### config.mk
export PLATFORM = sky130hd
export DESIGN_NAME = daisy_serial_port
export DESIGN_NICKNAME = d
export VERILOG_FILES = /design/src/rtl/dsport_pkg.sv /design/src/rtl/dsport_sync.sv /design/src/rtl/dsport_edge.sv /design/src/rtl/dsport_track.sv /design/src/rtl/dsport_shifter.sv /design/src/rtl/daisy_serial_port.sv
export SDC_FILE = /design/constraint.sdc
export NUM_CORES = 1
export LEC_CHECK = 0
export ABC_AREA = 0
export BUFFER_PORTS_ARGS = -buffer_cell sky130_fd_sc_hd__buf_2
export CAP_MARGIN = 20
export CORE_MARGIN = 4
export CORE_UTILIZATION = 55
export DETAILED_ROUTE_END_ITERATION = 8
export PLACE_DENSITY = 0.79
export SYNTH_ARGS = -nofsm -noshare
export SYNTH_HDL_FRONTEND = slang
export SYNTH_SLANG_ARGS = --single-unit
### constraint.sdc
create_clock -name clk -period 2.1 [get_ports clk]
set_clock_uncertainty 0.1 [all_clocks]
set_input_delay 0.315 -clock clk [delete_from_list [all_inputs] [get_ports clk]]
set_output_delay 0.315 -clock clk [all_outputs]
set_load 0.01 [all_outputs]
### src/rtl/dsport_pkg.sv
package dsport_pkg;

  localparam int WORD_W      = 18;
  localparam int SYNC_STAGES = 2;

  typedef enum logic {
    UPD_ON_RISE = 1'b0,
    UPD_ON_FALL = 1'b1
  } edge_sel_e;

endpackage

### src/rtl/dsport_sync.sv
module dsport_sync #(
  parameter int   STAGES  = 2,
  parameter logic RST_VAL = 1'b0
) (
  input  logic clk,
  input  logic rst,
  input  logic d,
  output logic q
);

  generate
    if (STAGES <= 1) begin : g_one
      logic r;
      always_ff @(posedge clk) begin
        if (rst) r <= RST_VAL;
        else     r <= d;
      end
      assign q = r;
    end else begin : g_many
      logic [STAGES-1:0] chain;
      always_ff @(posedge clk) begin
        if (rst) chain <= {STAGES{RST_VAL}};
        else     chain <= {chain[STAGES-2:0], d};
      end
      assign q = chain[STAGES-1];
    end
  endgenerate

endmodule

### src/rtl/dsport_edge.sv
module dsport_edge #(
  parameter int   STAGES  = 2,
  parameter logic RST_VAL = 1'b0
) (
  input  logic clk,
  input  logic rst,
  input  logic pin,
  output logic lvl,
  output logic rise,
  output logic fall
);

  logic prev;

  dsport_sync #(.STAGES(STAGES), .RST_VAL(RST_VAL)) u_sync (
    .clk (clk),
    .rst (rst),
    .d   (pin),
    .q   (lvl)
  );

  always_ff @(posedge clk) begin
    if (rst) prev <= RST_VAL;
    else     prev <= lvl;
  end

  assign rise = lvl & ~prev;
  assign fall = ~lvl & prev;

endmodule

### src/rtl/dsport_track.sv
module dsport_track #(
  parameter int W = 18
) (
  input  logic clk,
  input  logic rst,
  input  logic load,
  input  logic smp,
  output logic rd_err
);

  localparam int CW = $clog2(W + 1);
  localparam logic [CW-1:0] FULL = CW'(W);

  logic [CW-1:0] cnt;
  logic          partial;

  assign partial = (cnt != '0) && (cnt != FULL);

  always_ff @(posedge clk) begin
    if (rst) begin
      cnt    <= '0;
      rd_err <= 1'b0;
    end else begin
      rd_err <= load && partial;
      if (load)
        cnt <= '0;
      else if (smp && cnt != FULL)
        cnt <= cnt + 1'b1;
    end
  end

  // the error flag lasts a single cycle
  p_err_single_r7: assert property (@(posedge clk) disable iff (rst)
    rd_err |=> !rd_err);

  // an error only follows a capture of new data
  p_err_after_load_r7: assert property (@(posedge clk) disable iff (rst)
    rd_err |-> $past(load));

  // capture empties the counter
  p_cnt_clear_r8: assert property (@(posedge clk) disable iff (rst)
    load |=> (cnt == '0));

  // the count saturates at one word
  p_cnt_bound_r9: assert property (@(posedge clk) disable iff (rst)
    cnt <= FULL);

endmodule

### src/rtl/dsport_shifter.sv
module dsport_shifter #(
  parameter int W = 18
) (
  input  logic         clk,
  input  logic         rst,
  input  logic         load,
  input  logic [W-1:0] load_word,
  input  logic         cs_act,
  input  logic         cs_start,
  input  logic         upd,
  input  logic         smp,
  input  logic         sdi,
  output logic         sdo
);

  logic [W-1:0] sreg;

  always_ff @(posedge clk) begin
    if (rst) begin
      sreg <= '0;
    end else if (load) begin
      sreg <= load_word;
    end else if (smp) begin
      sreg <= {sreg[W-2:0], sdi};
    end
  end

  always_ff @(posedge clk) begin
    if (rst)
      sdo <= 1'b0;
    else if (!cs_act)
      sdo <= 1'b0;
    else if (cs_start || upd)
      sdo <= sreg[W-1];
  end

  // with the select released and no capture, the word does not move
  p_hold_idle_r5: assert property (@(posedge clk) disable iff (rst)
    (!cs_act && !load) |=> $stable(sreg));

endmodule

### src/rtl/daisy_serial_port.sv
module daisy_serial_port #(
  parameter int WIDTH       = dsport_pkg::WORD_W,
  parameter int SYNC_STAGES = dsport_pkg::SYNC_STAGES
) (
  input  logic             clk,
  input  logic             rst,
  input  logic             busy_i,
  input  logic [WIDTH-1:0] result_i,
  input  logic             bin_code_i,
  input  logic             sclk_i,
  input  logic             cs_n_i,
  input  logic             sdi_i,
  input  logic             sclk_inv_i,
  output logic             sdo_o,
  output logic             rd_err_o
);

  import dsport_pkg::*;

  logic sclk_lvl, sclk_rise, sclk_fall;
  logic cs_n_lvl, cs_n_prev, cs_act, cs_start;
  logic sdi_s;
  logic busy_q, load;
  logic upd, smp;
  logic [WIDTH-1:0] load_word;
  edge_sel_e sel;

  dsport_edge #(.STAGES(SYNC_STAGES), .RST_VAL(1'b0)) u_sclk (
    .clk  (clk),
    .rst  (rst),
    .pin  (sclk_i),
    .lvl  (sclk_lvl),
    .rise (sclk_rise),
    .fall (sclk_fall)
  );

  dsport_sync #(.STAGES(SYNC_STAGES), .RST_VAL(1'b1)) u_cs (
    .clk (clk),
    .rst (rst),
    .d   (cs_n_i),
    .q   (cs_n_lvl)
  );

  dsport_sync #(.STAGES(SYNC_STAGES), .RST_VAL(1'b0)) u_sdi (
    .clk (clk),
    .rst (rst),
    .d   (sdi_i),
    .q   (sdi_s)
  );

  always_ff @(posedge clk) begin
    if (rst) begin
      cs_n_prev <= 1'b1;
      busy_q    <= 1'b0;
    end else begin
      cs_n_prev <= cs_n_lvl;
      busy_q    <= busy_i;
    end
  end

  assign cs_act   = ~cs_n_lvl;
  assign cs_start = cs_act & cs_n_prev;
  assign load     = busy_q & ~busy_i;

  assign load_word = bin_code_i ? result_i
                                : {~result_i[WIDTH-1], result_i[WIDTH-2:0]};

  assign sel = edge_sel_e'(sclk_inv_i);
  assign upd = cs_act & ((sel == UPD_ON_RISE) ? sclk_rise : sclk_fall);
  assign smp = cs_act & ((sel == UPD_ON_RISE) ? sclk_fall : sclk_rise);

  dsport_shifter #(.W(WIDTH)) u_shift (
    .clk       (clk),
    .rst       (rst),
    .load      (load),
    .load_word (load_word),
    .cs_act    (cs_act),
    .cs_start  (cs_start),
    .upd       (upd),
    .smp       (smp),
    .sdi       (sdi_s),
    .sdo       (sdo_o)
  );

  dsport_track #(.W(WIDTH)) u_track (
    .clk    (clk),
    .rst    (rst),
    .load   (load),
    .smp    (smp),
    .rd_err (rd_err_o)
  );

  // the output line is quiet one cycle after the select is seen released
  p_sdo_idle_r5: assert property (@(posedge clk) disable iff (rst)
    !cs_act |=> !sdo_o);

  // update and sample transitions never coincide
  p_edges_apart_r4: assert property (@(posedge clk) disable iff (rst)
    !(upd && smp));

  // nothing reaches the outputs while reset is held
  p_reset_quiet_r1: assert property (@(posedge clk)
    rst |=> (!sdo_o && !rd_err_o));

endmodule

=== Word-level counts from Yosys, hierarchy flattened ===
Index checks and enable logic that the tools add are counted.

* Input port bits: 26
* Output and inout port bits: 2
* Logic and storage cells: 36
* Flip-flop bits (word level): 34

* Bitwise logic cells: 11
* $add $sub $neg: 1
* Equality and inequality tests: 1
* Muxes and demuxes: 5
* Reductions and logical operators: 8

{| class="wikitable"
|+ Operators with widths
! kind !! count
|-
| $mux W18 || 3
|-
| $and A1 B1 Y1 || 6
|-
| $add A5 B1 Y5 const B || 1
|-
| $ne A5 B5 Y1 const B || 1
|-
| $not A1 Y1 || 5
|-
| $reduce_bool A5 Y1 || 1
|-
| $reduce_or A2 Y1 || 2
|-
| $logic_and A1 B1 Y1 || 3
|-
| $mux W1 || 2
|-
| $reduce_bool A2 Y1 || 1
|-
| $logic_or A1 B1 Y1 || 1
|}

=== Logic depth before layout (Yosys ltp) ===
* Word-level depth: 6
* Mapped depth: 5
* Gate-level depth less buffers: 5

=== Hierarchy ===
From an unflattened synthesis, not the netlist that was laid out.

* Cells, all modules: 145
* Area total of the unflattened synthesis: 1495.2 µm²

{| class="wikitable"
|+ By module, submodules not included
! module !! instances !! sequential area each (µm²) !! cells each !! area each (µm²)
|-
| dsport_shifter || 1 || 380.4 || 85 || 895.9
|-
| dsport_track || 1 || 120.1 || 32 || 297.8
|-
| dsport_sync || 3 || 40.0 || 4 || 52.6
|-
| daisy_serial_port || 1 || 40.0 || 12 || 105.1
|-
| dsport_edge || 1 || 20.0 || 4 || 38.8
|}

=== Worst setup path before layout ===
Ideal clock, no wire load.

* Path kind: reg-to-reg
* From: register u_sclk.u_sync.g_many.chain[1]
* To: register u_track.cnt[2]
* Arrival: 1.593 ns
* Path slack: 0.283 ns
* Buffers on the path: 2
* Clock period less this slack: 1.817 ns
* Library setup time: 0.123 ns
* Cell stages (with the launch flop): 6
* Required time: 1.877 ns
* Cells stage by stage: dfxtp_1 -> or4b_4 -> buf_6 -> buf_6 -> a211oi_2 -> mux2_1

* Longest elaborated chain between the ends: 5
* Elaborated cells on any way between the ends: 6
* Those cells by class: 1 x mux; 4 x bitwise; 1 x reduce/logical

{| class="wikitable"
|+ RTL lines
! item !! RTL line !! text
|-
| from (decl) || dsport_sync.sv:20 || <nowiki>logic [STAGES-1:0] chain;</nowiki>
|-
| from (signal assigned) || dsport_sync.sv:22 || <nowiki>if (rst) chain <= {STAGES{RST_VAL}};</nowiki>
|-
| from (signal assigned) || dsport_sync.sv:23 || <nowiki>else chain <= {chain[STAGES-2:0], d};</nowiki>
|-
| $not A1 Y1 || dsport_edge.sv:28 || <nowiki>assign fall = ~lvl & prev;</nowiki>
|-
| $and A1 B1 Y1 || dsport_edge.sv:28 ||
|-
| $mux W1 (*) || daisy_serial_port.sv:70 || <nowiki>assign smp = cs_act & ((sel == UPD_ON_RISE) ? sclk_fall : sclk_rise);</nowiki>
|-
| $and A1 B1 Y1 (*) || daisy_serial_port.sv:70 ||
|-
| $logic_and A1 B1 Y1 (*) || dsport_track.sv:27 || <nowiki>else if (smp && cnt != FULL)</nowiki>
|-
| to (signal assigned) || dsport_track.sv:28 || <nowiki>cnt <= cnt + 1'b1;</nowiki>
|-
| to (decl) || dsport_track.sv:14 || <nowiki>logic [CW-1:0] cnt;</nowiki>
|}

Mark *: on every way between the ends. The rest lies on a longest branch, timed or not.
A chain may end at the register's enable or synchronous reset.

=== Worst setup path in the final report ===
* From: register u_sclk.u_sync.g_many.chain[1]
* To: register u_shift.sreg[9]

* Longest elaborated chain between the ends: 5
* Elaborated cells on any way between the ends: 6
* Those cells by class: 1 x mux; 4 x bitwise; 1 x reduce/logical

{| class="wikitable"
|+ RTL lines
! item !! RTL line !! text
|-
| $not A1 Y1 || dsport_edge.sv:28 ||
|-
| $and A1 B1 Y1 || dsport_edge.sv:28 ||
|-
| $mux W1 (*) || daisy_serial_port.sv:70 ||
|-
| $and A1 B1 Y1 (*) || daisy_serial_port.sv:70 ||
|-
| $reduce_bool A2 Y1 (no line) (*) || -- ||
|-
| to (signal assigned) || dsport_shifter.sv:22 || <nowiki>sreg <= load_word;</nowiki>
|-
| to (signal assigned) || dsport_shifter.sv:24 || <nowiki>sreg <= {sreg[W-2:0], sdi};</nowiki>
|-
| to (decl) || dsport_shifter.sv:16 || <nowiki>logic [W-1:0] sreg;</nowiki>
|}

Marked as above.

==> flow_summary.json <==
{
  "clk_pin_slew_ns": 0.10,
  "drt.antenna.violating_nets": 0,
  "rr_endpoint": "u_shift.sreg[9]",
  "critPathCapture": "u_shift.sreg[9]",
  "routed_wirelength_mm": 3.25,
  "detail_route.first_pass.iterations": 4,
  "cts-htree-levels": 2,
  "synth_edf_count": 0,
  "syn_area_per_cell_um2": 9.39,
  "startpoint": "u_sclk.u_sync.g_many.chain[1]",
  "top_usage_layer": "met2",
  "num-fill-cells": 254,
  "cts_resized": 0,
  "ys_seq_area_share_pct": 40.9,
  "use_met3_pct": 7.01,
  "ys.flop_type": "dfxtp_1",
  "synth_top_area_share_pct": 40.9,
  "stdcell_area_um2": 1860,
  "p_sw_mw": 0.269,
  "critPathMaxStageDelay_ns": 0.68,
  "wl_per_cell_um": 14.0,
  "outcome": "finished, final reports clean",
  "rsz0062_at_grt": "false",
  "endpoint_kind": "register",
  "worst_slew_pin_slew_ns": 0.542,
  "clk_latency_ns": 0.33,
  "place_area_um2": 1800,
  "synthToLayoutAreaGrowth_pct": 11.6,
  "hold_path.class": "in2reg",
  "path_max_fanout": 24,
  "gp_congestion": 0.778,
  "min_path_cells": 2,
  "grt_pass1_vias": 1301,
  "postSynth.asyncResetShare_pct": 0,
  "start_util_pct": 58.8,
  "drtIter0Drc": 84,
  "cp_slowest_cell": "or4b_4",
  "yosys_warnings": 0,
  "setup_viol": 0,
  "p_total_mw": 1.15,
  "syn-num-nets": 206,
  "r2r_cells": 4,
  "num_vias": 1361,
  "rrSetupSlack_ns": 0.11,
  "clkPwrFrac_pct": 32.1,
  "grtUsageTotal_pct": 17.8,
  "regArea_um2": 681,
  "worstSetupPathType": "reg2reg",
  "core.rowCount": 19,
  "arrival_ns": 2.12,
  "hold_violations": 0,
  "multi_input_area_um2": 872,
  "start_kind": "register",
  "antenna_found_initial": 0,
  "fin_crit_ns": 1.99,
  "internal_power_mw": 0.884,
  "grtUsageMet2_pct": 30.2,
  "die_h_um": 63.0,
  "ctsHoldBuffers": 0,
  "netlist_instances": 177,
  "fmax_mhz": 503,
  "port_buffers": 27,
  "relSlewSlack_pct": 63.4,
  "ir_worst_vdd_mv": 0.408,
  "final_cell_mix": "34 x dfxtp_1, 27 x buf_2, 21 x nand3_1, 19 x nor2_1",
  "synth_top_area_cell": "dfxtp_1",
  "swShare_pct": 23.3,
  "via_per_inst": 5.87,
  "layout_setup_ws_ns": 0.112,
  "die_w_um": 63.0,
  "maxSlewViolCount": 0,
  "drive_gt1_share_pct": 23.4,
  "dieArea_um2": 3970,
  "cts_tree": "yes",
  "cts-root-buf": "clkbuf_4",
  "overflow": 0,
  "cts_sinks": 34,
  "synth_seq_cells": 34,
  "drc": 0,
  "post_cts_buffers": 0,
  "power_frac_comb_pct": 8.5,
  "synth.distinct_cells": 33,
  "power_density_nw_per_um2": 621,
  "pwr-share-seq_pct": 59.4,
  "drv_cap": 0,
  "place_ws_ns": 0.0961,
  "nets": 229,
  "synth_area_um2": 1660,
  "grt_pass1_wl_mm": 5.75,
  "synth.area.top_cells": "dfxtp_1 41%, a21bo_1 10%, a311oi_1 9.0%",
  "dp_hpwl_mm": 2.29,
  "fin_crit_sh_pct": 94.7,
  "finalHoldWorstSlack_ns": 0.0775,
  "core_area_um2": 2830,
  "grtUsageMet1_pct": 20.6,
  "r2r_start": "u_sclk.u_sync.g_many.chain[1]",
  "path_cells": "or4b_4, buf_4, a21bo_1, a311oi_1",
  "cts_inserted_buffers": 5,
  "n_antenna_cell": 0,
  "io_pins": 28,
  "p_leak_nw": 0.701,
  "clk_path_buf_depth": 2,
  "grt_max_degree": 41,
  "worst_ep_required_time_ns": 2.24,
  "setup_tns_ns": 0,
  "layout_commonest_cell": "dfxtp_1"
}
## per-layer routing
layer / wire length (um) / share of wire (%) / vias up
met5: 0 / 0 / -
met4: 18 / 0.55 / 0
met3: 182 / 5.6 / 2
met2: 1630 / 50 / 34
met1: 1420 / 44 / 627
li1: - / - / 698
## layout make-up
type	instances	share of cell area, %
clock inverter	1	0.270
sequential	34	36.7
multi-input combinational	122	47.0
tap	31	2.09
inverter	5	1.01
timing repair buffer	32	9.98
clock buffer	7	2.97
## worst max-delay path, delay by kind of cell (launching register included)
kind                   cells  cell delay (ns)
AND/OR/NAND/NOR            1             0.68
AO/OA/AOI/OAI              2             0.48
flip-flops                 1             0.37
buffers and inverters      1             0.25
## worst min path at each step
| stage | from | to | slack, ns |
|---|---|---|---|
| final | cs_n_i | u_cs.g_many.chain[0] | 0.08 |
| after global routing | cs_n_i | u_cs.g_many.chain[0] | 0.05 |
| after CTS | cs_n_i | u_cs.g_many.chain[0] | 0.06 |
| after detailed placement | u_cs.g_many.chain[0] | u_cs.g_many.chain[1] | 0.31 |
| after global placement | u_cs.g_many.chain[0] | u_cs.g_many.chain[1] | 0.31 |
| after floorplan | u_cs.g_many.chain[0] | u_cs.g_many.chain[1] | 0.29 |
## logic make-up (layout without fill, tap and decap cells)
logic type,Yosys count,count (layout),synth area share (%)
AO/OA/AOI/OAI,44,44,23.9
XOR/XNOR,1,1,0.527
adder cells (fa/ha/maj),3,3,2.26
buffers and inverters,21,45,6.62
flip-flops,34,34,40.9
multiplexers,6,6,3.91
AND/OR/NAND/NOR,68,68,21.8
## metrics by stage
step / cells / util [%]
2_1_floorplan: 177 / -
3_3_place_gp: 224 / 63.5
3_5_place_dp: 224 / 63.5
4_1_cts: 232 / 65.6
5_1_grt: 232 / 65.6
6_report: 232 / 65.6
## sequential cells by signal (all words and copies together), names as in the netlist
signal / cells
u_shift.sreg: 18
u_track.cnt: 5
u_cs.g_many.chain: 2
u_sclk.u_sync.g_many.chain: 2
u_sdi.g_many.chain: 2
busy_q: 1
cs_n_prev: 1
u_sclk.prev: 1
u_shift.sdo: 1
u_track.rd_err: 1
## synthesized netlist by cell type (2+ instances only)
library cell,n
nor2b_1,7
nand2b_1,2
and3_1,3
mux2i_1,2
inv_1,5
dfxtp_1,34
nand3_1,21
nor3_1,8
ha_1,3
or2_2,3
a21bo_1,17
nor2_1,19
buf_6,4
clkbuf_1,10
mux2_1,4
a311oi_1,17
a21oi_1,2
## power groups by stage
stage | Sequential, mW | Combinational (mW) | Clock [mW]
final | 0.684 | 0.0982 | 0.370
after global routing | 0.688 | 0.110 | 0.420
after CTS | 0.684 | 0.0994 | 0.385
after detailed placement | 0.699 | 0.0991 | 0
after global placement | 0.698 | 0.0939 | 0
after floorplan | 0.694 | 0.0613 | 0
(Power assumes the default switching activity.)
